--- src/rtl/ftx_pkg.sv ---
// Shared types for the asynchronous serial transmitter.
// Assumes: nothing beyond IEEE 1800-2017.
package ftx_pkg;

    typedef enum logic [1:0] {
        CH_NORMAL = 2'b00,
        CH_ECHO   = 2'b01,
        CH_LOCAL  = 2'b10,
        CH_REMOTE = 2'b11
    } chan_e;

    typedef enum logic [1:0] {
        ST_IDLE,
        ST_START,
        ST_BITS,
        ST_STOP
    } ser_state_e;

    // Number of half-bit stop periods for a stop code (reserved code gives one bit).
    function automatic logic [2:0] stop_halves(input logic [1:0] code);
        case (code)
            2'b01:   return 3'd3;
            2'b10:   return 3'd4;
            default: return 3'd2;
        endcase
    endfunction

endpackage

--- src/rtl/ftx_framer.sv ---
// Builds the bits that follow the start bit: the ordered character bits and
// the optional parity/address slot. It also works out how many such bits there
// are and how many ticks the stop phase lasts.
// Assumes: MAXW >= 8 and OVS even; the inputs are valid in the accept cycle.
module ftx_framer #(
    parameter int MAXW = 9,
    parameter int OVS  = 16,
    localparam int PW  = MAXW + 1,
    localparam int CW  = $clog2(PW + 1),
    localparam int TW  = $clog2(2 * OVS + 1)
) (
    input  logic [1:0]      cfg_len,
    input  logic            cfg_nine,
    input  logic            cfg_msb_first,
    input  logic [2:0]      cfg_parity,
    input  logic [1:0]      cfg_stop,
    input  logic [MAXW-1:0] data_i,
    input  logic            flag_i,
    output logic [PW-1:0]   payload_o,
    output logic [CW-1:0]   count_o,
    output logic [TW-1:0]   stop_lim_o
);
    import ftx_pkg::*;

    logic [CW-1:0]   nbits;
    logic [MAXW-1:0] masked;
    logic [MAXW-1:0] ordered;
    logic            par_bit;
    logic            has_par;

    // Character length and the bits in sending order.
    always_comb begin
        nbits   = cfg_nine ? CW'(MAXW) : CW'(5) + CW'(cfg_len);
        masked  = '0;
        ordered = '0;
        for (int i = 0; i < MAXW; i++) begin
            if (i < int'(nbits)) begin
                masked[i] = data_i[i];
                if (!cfg_msb_first) begin
                    ordered[i] = data_i[i];
                end else begin
                    for (int j = 0; j < MAXW; j++) begin
                        if (j == int'(nbits) - 1 - i) ordered[i] = data_i[j];
                    end
                end
            end
        end
    end

    // Parity slot contents and presence.
    always_comb begin
        has_par = 1'b1;
        par_bit = 1'b0;
        casez (cfg_parity)
            3'b000:  par_bit = ^masked;
            3'b001:  par_bit = ~^masked;
            3'b010:  par_bit = 1'b0;
            3'b011:  par_bit = 1'b1;
            3'b10?:  has_par = 1'b0;
            default: par_bit = flag_i;
        endcase
    end

    // Pack the payload, its length and the stop-phase tick limit.
    always_comb begin
        payload_o = {1'b0, ordered};
        if (has_par) payload_o[nbits] = par_bit;
        count_o    = nbits + CW'(has_par);
        stop_lim_o = TW'(stop_halves(cfg_stop)) * TW'(OVS / 2);
    end

endmodule

--- src/rtl/ftx_serializer.sv ---
// Frame timing engine. It holds the payload captured at accept and steps
// through start, payload and stop, moving on after each full count of baud ticks.
// Assumes: count_i >= 1 and stop_lim_i >= 1 in the accept cycle.
module ftx_serializer #(
    parameter int MAXW = 9,
    parameter int OVS  = 16,
    localparam int PW  = MAXW + 1,
    localparam int CW  = $clog2(PW + 1),
    localparam int TW  = $clog2(2 * OVS + 1)
) (
    input  logic          clk,
    input  logic          rst_n,
    input  logic          baud_tick,
    input  logic          accept,
    input  logic [PW-1:0] payload_i,
    input  logic [CW-1:0] count_i,
    input  logic [TW-1:0] stop_lim_i,
    output logic          line_o,
    output logic          busy_o
);
    import ftx_pkg::*;

    ser_state_e    state;
    logic [PW-1:0] shreg;
    logic [CW-1:0] left;
    logic [TW-1:0] tcnt;
    logic [TW-1:0] lim_q;

    // Frame sequencing and tick counting.
    always_ff @(posedge clk) begin
        if (!rst_n) begin
            state <= ST_IDLE;
            shreg <= '0;
            left  <= '0;
            tcnt  <= '0;
            lim_q <= '0;
        end else begin
            case (state)
                ST_IDLE: begin
                    if (accept) begin
                        state <= ST_START;
                        shreg <= payload_i;
                        left  <= count_i;
                        lim_q <= stop_lim_i;
                        tcnt  <= '0;
                    end
                end
                ST_START: begin
                    if (baud_tick) begin
                        if (tcnt == TW'(OVS - 1)) begin
                            tcnt  <= '0;
                            state <= ST_BITS;
                        end else begin
                            tcnt <= tcnt + 1'b1;
                        end
                    end
                end
                ST_BITS: begin
                    if (baud_tick) begin
                        if (tcnt == TW'(OVS - 1)) begin
                            tcnt  <= '0;
                            shreg <= shreg >> 1;
                            left  <= left - 1'b1;
                            if (left == CW'(1)) state <= ST_STOP;
                        end else begin
                            tcnt <= tcnt + 1'b1;
                        end
                    end
                end
                default: begin
                    if (baud_tick) begin
                        if (tcnt == lim_q - 1'b1) begin
                            tcnt  <= '0;
                            state <= ST_IDLE;
                        end else begin
                            tcnt <= tcnt + 1'b1;
                        end
                    end
                end
            endcase
        end
    end

    // Line level for the current phase.
    always_comb begin
        case (state)
            ST_START: line_o = 1'b0;
            ST_BITS:  line_o = shreg[0];
            default:  line_o = 1'b1;
        endcase
        busy_o = (state != ST_IDLE);
    end

    // without a tick, an ongoing frame holds its line level.
    p_hold_without_tick_r2: assert property (@(posedge clk) disable iff (!rst_n)
        (state != ST_IDLE && !baud_tick) |=> $stable(line_o));

    // the stop counter never passes the captured limit.
    p_stop_bound_r7: assert property (@(posedge clk) disable iff (!rst_n)
        (state == ST_STOP) |-> (tcnt < lim_q));

    // an accepted character starts a frame on the next cycle.
    p_accept_starts_r9: assert property (@(posedge clk) disable iff (!rst_n)
        accept |=> (busy_o && !line_o));

endmodule

--- src/rtl/ftx_router.sv ---
// Channel routing between the transmitter line, the TXD pin, the RXD pin and
// the receiver path.
// Assumes: purely combinational; the mode is quasi-static.
module ftx_router (
    input  logic       clk,
    input  logic       rst_n,
    input  logic [1:0] chan_i,
    input  logic       tx_line_i,
    input  logic       rxd_i,
    output logic       txd_o,
    output logic       rx_path_o
);
    import ftx_pkg::*;

    // Select the pin and receiver sources for the mode.
    always_comb begin
        case (chan_e'(chan_i))
            CH_ECHO: begin
                txd_o     = rxd_i;
                rx_path_o = rxd_i;
            end
            CH_LOCAL: begin
                txd_o     = 1'b1;
                rx_path_o = tx_line_i;
            end
            CH_REMOTE: begin
                txd_o     = rxd_i;
                rx_path_o = 1'b1;
            end
            default: begin
                txd_o     = tx_line_i;
                rx_path_o = rxd_i;
            end
        endcase
    end

    // local loopback keeps the pin idle whatever the transmitter does.
    p_local_quiet_r11: assert property (@(posedge clk) disable iff (!rst_n)
        (chan_i == CH_LOCAL) |-> txd_o);

endmodule

--- src/rtl/async_serial_tx.sv ---
// Top level of the configurable asynchronous serial transmitter. It accepts
// characters on a valid/ready interface, frames them with the format fields
// captured at accept, and routes TXD and the receiver path by channel mode.
// Assumes: baud_tick pulses at 16x the bit rate; the channel mode changes only while idle.
module async_serial_tx #(
    parameter int MAXW = 9,
    parameter int OVS  = 16
) (
    input  logic            clk,
    input  logic            rst_n,
    input  logic            baud_tick,
    input  logic [1:0]      cfg_len,
    input  logic            cfg_nine,
    input  logic            cfg_msb_first,
    input  logic [2:0]      cfg_parity,
    input  logic [1:0]      cfg_stop,
    input  logic [1:0]      cfg_chan,
    input  logic            in_valid,
    input  logic [MAXW-1:0] in_data,
    input  logic            in_addr_flag,
    output logic            in_ready,
    output logic            busy,
    input  logic            rxd,
    output logic            txd,
    output logic            rx_path
);
    import ftx_pkg::*;

    localparam int PW = MAXW + 1;
    localparam int CW = $clog2(PW + 1);
    localparam int TW = $clog2(2 * OVS + 1);

    logic [PW-1:0] payload;
    logic [CW-1:0] count;
    logic [TW-1:0] stop_lim;
    logic          tx_line;
    logic          accept;

    // Handshake: accept only when idle and not in remote loopback.
    always_comb begin
        in_ready = !busy && (cfg_chan != CH_REMOTE);
        accept   = in_valid && in_ready;
    end

    ftx_framer #(.MAXW(MAXW), .OVS(OVS)) u_framer (
        .cfg_len       (cfg_len),
        .cfg_nine      (cfg_nine),
        .cfg_msb_first (cfg_msb_first),
        .cfg_parity    (cfg_parity),
        .cfg_stop      (cfg_stop),
        .data_i        (in_data),
        .flag_i        (in_addr_flag),
        .payload_o     (payload),
        .count_o       (count),
        .stop_lim_o    (stop_lim)
    );

    ftx_serializer #(.MAXW(MAXW), .OVS(OVS)) u_ser (
        .clk        (clk),
        .rst_n      (rst_n),
        .baud_tick  (baud_tick),
        .accept     (accept),
        .payload_i  (payload),
        .count_i    (count),
        .stop_lim_i (stop_lim),
        .line_o     (tx_line),
        .busy_o     (busy)
    );

    ftx_router u_route (
        .clk       (clk),
        .rst_n     (rst_n),
        .chan_i    (cfg_chan),
        .tx_line_i (tx_line),
        .rxd_i     (rxd),
        .txd_o     (txd),
        .rx_path_o (rx_path)
    );

    // with no frame in progress in normal mode, the pin rests high.
    p_idle_high_r1: assert property (@(posedge clk) disable iff (!rst_n)
        (!busy && cfg_chan == CH_NORMAL) |-> txd);

    // remote loopback never offers ready.
    p_remote_blocks_r12: assert property (@(posedge clk) disable iff (!rst_n)
        (cfg_chan == CH_REMOTE) |-> !in_ready);

    // no new character is taken while a frame runs.
    p_no_accept_busy_r9: assert property (@(posedge clk) disable iff (!rst_n)
        busy |-> !in_ready);

endmodule

--- config.mk ---
export PLATFORM = sky130hd
export DESIGN_NAME = async_serial_tx
export DESIGN_NICKNAME = d
export VERILOG_FILES = /design/src/rtl/ftx_pkg.sv /design/src/rtl/ftx_framer.sv /design/src/rtl/ftx_serializer.sv /design/src/rtl/ftx_router.sv /design/src/rtl/async_serial_tx.sv
export SDC_FILE = /design/constraint.sdc
export NUM_CORES = 1
export LEC_CHECK = 0
export BUFFER_PORTS_ARGS = -buffer_cell sky130_fd_sc_hd__buf_2
export CAP_MARGIN = 20
export CORE_AREA = 2 2 82 84
export CTS_CLUSTER_DIAMETER = 150
export DETAILED_ROUTE_END_ITERATION = 7
export DIE_AREA = 0 0 84 86
export GPL_TIMING_DRIVEN = 0
export PLACE_DENSITY_LB_ADDON = 0.3
export SYNTH_ARGS = -nofsm -noshare
export SYNTH_HDL_FRONTEND = slang
export SYNTH_SLANG_ARGS = --single-unit
--- constraint.sdc ---
create_clock -name clk -period 8.8 [get_ports clk]
set_input_delay 0.88 -clock clk [delete_from_list [all_inputs] [get_ports clk]]
set_output_delay 0.88 -clock clk [all_outputs]
set_load 0.1 [all_outputs]
==> metrics <==
outcome finished clean; Critical Path AT 5280 ps; Worst Setup SP cfg_len[0]; Final Cell Area 3420 um^2; Die W 84 um; Post-CTS Hold Fix Bufs 0; core area 6280 um^2; Final Hold Viols 0; post-route DRC violation count 0; Yosys top cell area share 16.2%; Hold Startpoint u_ser.shreg[2]; Crit path max-delay family compound AO/OA/AOI/OAI gates; die area 7220 um^2; most used cell along the critical path ha_1; area leader, netlist dfxtp_1; die extent in y 86 um; routed len/inst 15.6 um; first-pass GRT wire length 14800 um; IO Port Bufs 26; critical path cell sequence buf_2, ha_1, clkbuf_1, nor2b_1, inv_1, ha_1, clkbuf_1, nand3_1, a21oi_1, a21oi_1, inv_1, nand2_1, inv_1, ha_1, o31ai_1, ha_1, nand4b_1, nor4_1, nand3_1, a21oi_1, o21ai_0, a31oi_1; Hold Crit Class reg2reg; worst r2r src u_ser.state[0]; Setup Viol. Count Final 0; clock latency on the worst-skew pair 280 ps; Initial Utilization 49.3%; Synth Register Bits 25; Final Max Tran Viols 0; post-route ant nets 0; drt pass-1 iters 6; Via Count 3461; setup repair bufs after CTS 0; final critical-path required period 5070 ps; syn_area_per_cell 7.07 um^2; VDD IR-drop max 128 uV; worst-margin pin slew 720 ps; Crit path buffers/inverters 6; mapped cell area 3090 um^2; CP startpoint kind input pin; Leak 0.00138 uW; post-synthesis cell type count 70; global placement routability congestion 1.04; pin count of the biggest net entering global routing 15; asr flop ratio synth 0%; Cells after Synth 437; reg2reg setup slack 5980 ps; Num CTS Buffers 3; Reg area 500 um^2; top_reg_cell synth dfxtp_1; CTS Sinks 25; post_cts resized 0; clk_skew 14.9 ps; overall power 640 uW; Final nets 540; dpl hpwl 6700 um; slowest cell delay on critical path 580 ps; vias per cell 6.19; worst-path maximum fanout 10; Data required, critical path 9010 ps; worst relative slew slack 52.0%; Final Cycle Share 57.6%; Fillers 622; fmax 197 MHz; Worst Setup Path Type in2reg; initial antenna violation count 0; Post-synth EDFFs 0; Top Ports 30; element type at the critical path end flip-flop; GR Overflow Total 0; sequential share of the synthesized area 16.2%; TNS Setup 0 ps; GR Util All Layers 24.2%; cell row count 29; initial DRC count 554; slowest stage cell on the critical path a21oi_1; Syn. warnings 0; unrepaired setup endpoints after global routing false; Util after Layout 54.5%; synth top area cells dfxtp_1 (16%), ha_1 (13%), a21oi_1 (6.3%); vias in the first global route 3169; Worst-path clk slew 100 ps; Max-Cap Viols 0; area of the multi-input gates 2460 um^2; ANT cells 0; final WL 8730 um; clock tree buffer depth 2; pwr dens 187 nW/um^2; placement-stage cell area 3370 um^2; Root Driver clkbuf_8; share of layout cells above drive strength 1 9.75%; Layout area overhead 10.6%; CTS tree yes; H-Tree Depth 1
==> layout make-up <==
class / instances / share of cell area, %
clock buffer: 3 / 1.21
timing repair buffer: 26 / 3.80
buffer: 26 / 3.04
multi-input combinational: 378 / 71.8
tap: 77 / 2.82
inverter: 23 / 2.52
sequential: 25 / 14.6
clock inverter: 1 / 0.146
==> Yosys cell counts (10+ instances only) <==
| library cell | n |
|---|---|
| nor2b_1 | 13 |
| nand2b_1 | 10 |
| nor3_1 | 12 |
| dfxtp_1 | 25 |
| clkbuf_1 | 14 |
| ha_1 | 31 |
| a21oi_1 | 39 |
| inv_1 | 20 |
| nand3_1 | 12 |
| o21ai_0 | 27 |
| nand2_1 | 51 |
| nor2_1 | 44 |
==> layout by cell type (no fill, tap or decap), types with 5 or more instances in the layout <==
cell / n
nand2_1: 51
nor2_1: 44
a21oi_1: 39
buf_2: 31
ha_1: 31
o21ai_0: 27
dfxtp_1: 25
inv_1: 20
conb_1: 16
clkbuf_1: 14
nor2b_1: 13
nand3_1: 12
nor3_1: 12
nand2b_1: 10
mux2i_1: 9
buf_1: 7
xnor2_1: 7
a31oi_1: 7
or3_1: 5
o221ai_1: 5
o22ai_1: 5
==> sequential cells by signal, summed over array words and instances, names as in the netlist <==
| name | cells |
|---|---|
| u_ser.shreg | 10 |
| u_ser.tcnt | 6 |
| u_ser.lim_q | 3 |
| u_ser.state | 2 |
| u_ser.left | 4 |
==> worst min-delay path, cell delays in order, from the launching register on <==
cell	delay, ps
dfxtp_1	330
nand2_1	50
a21oi_1	50
==> routing by layer <==
layer / global-route usage, % / share of wire (%) / vias to the layer above
li1: - / - / 1672
met1: 35.0 / 46 / 1566
met2: 38.4 / 43 / 192
met3: 3.56 / 8.1 / 31
met4: 5.28 / 2.9 / 0
met5: 0 / 0 / -
==> kinds of logic after synthesis <==
kind of cell / after synthesis / share of synthesized area [%]
AO/OA/AOI/OAI: 135 / 29.3
flip-flops: 25 / 16.2
other: 1 / 0.121
buffers and inverters: 49 / 6.15
AND/OR/NAND/NOR: 172 / 27.0
XOR/XNOR: 11 / 4.01
multiplexers: 12 / 4.37
adder cells (fa/ha/maj): 32 / 12.9
==> metrics by stage <==
step	cells	hold WS [ps]	worst slack, ps
after floorplan	452	431	3870
after global placement	555	438	3550
after detailed placement	555	454	3500
after CTS	559	469	3780
after global routing	559	501	3160
final	559	467	3730
==> power breakdown <==
| group | internal, uW | switching, uW | total, uW |
|---|---|---|---|
| Combinational | 142 | 265 | 407 |
| Sequential | 144 | 19.8 | 163 |
| Clock | 31.7 | 37.3 | 69.0 |
| Total | 317 | 322 | 640 |
==> worst paths after layout <==
kind | endpoint | cells after the start
worst max register to register | u_ser.left[1] | 9
worst min register to register | u_ser.shreg[2] | 2
worst max-delay path | u_ser.shreg[1] | 22
worst min-delay path | u_ser.shreg[2] | 2
No activity file was read; power rests on OpenSTA's default activity.
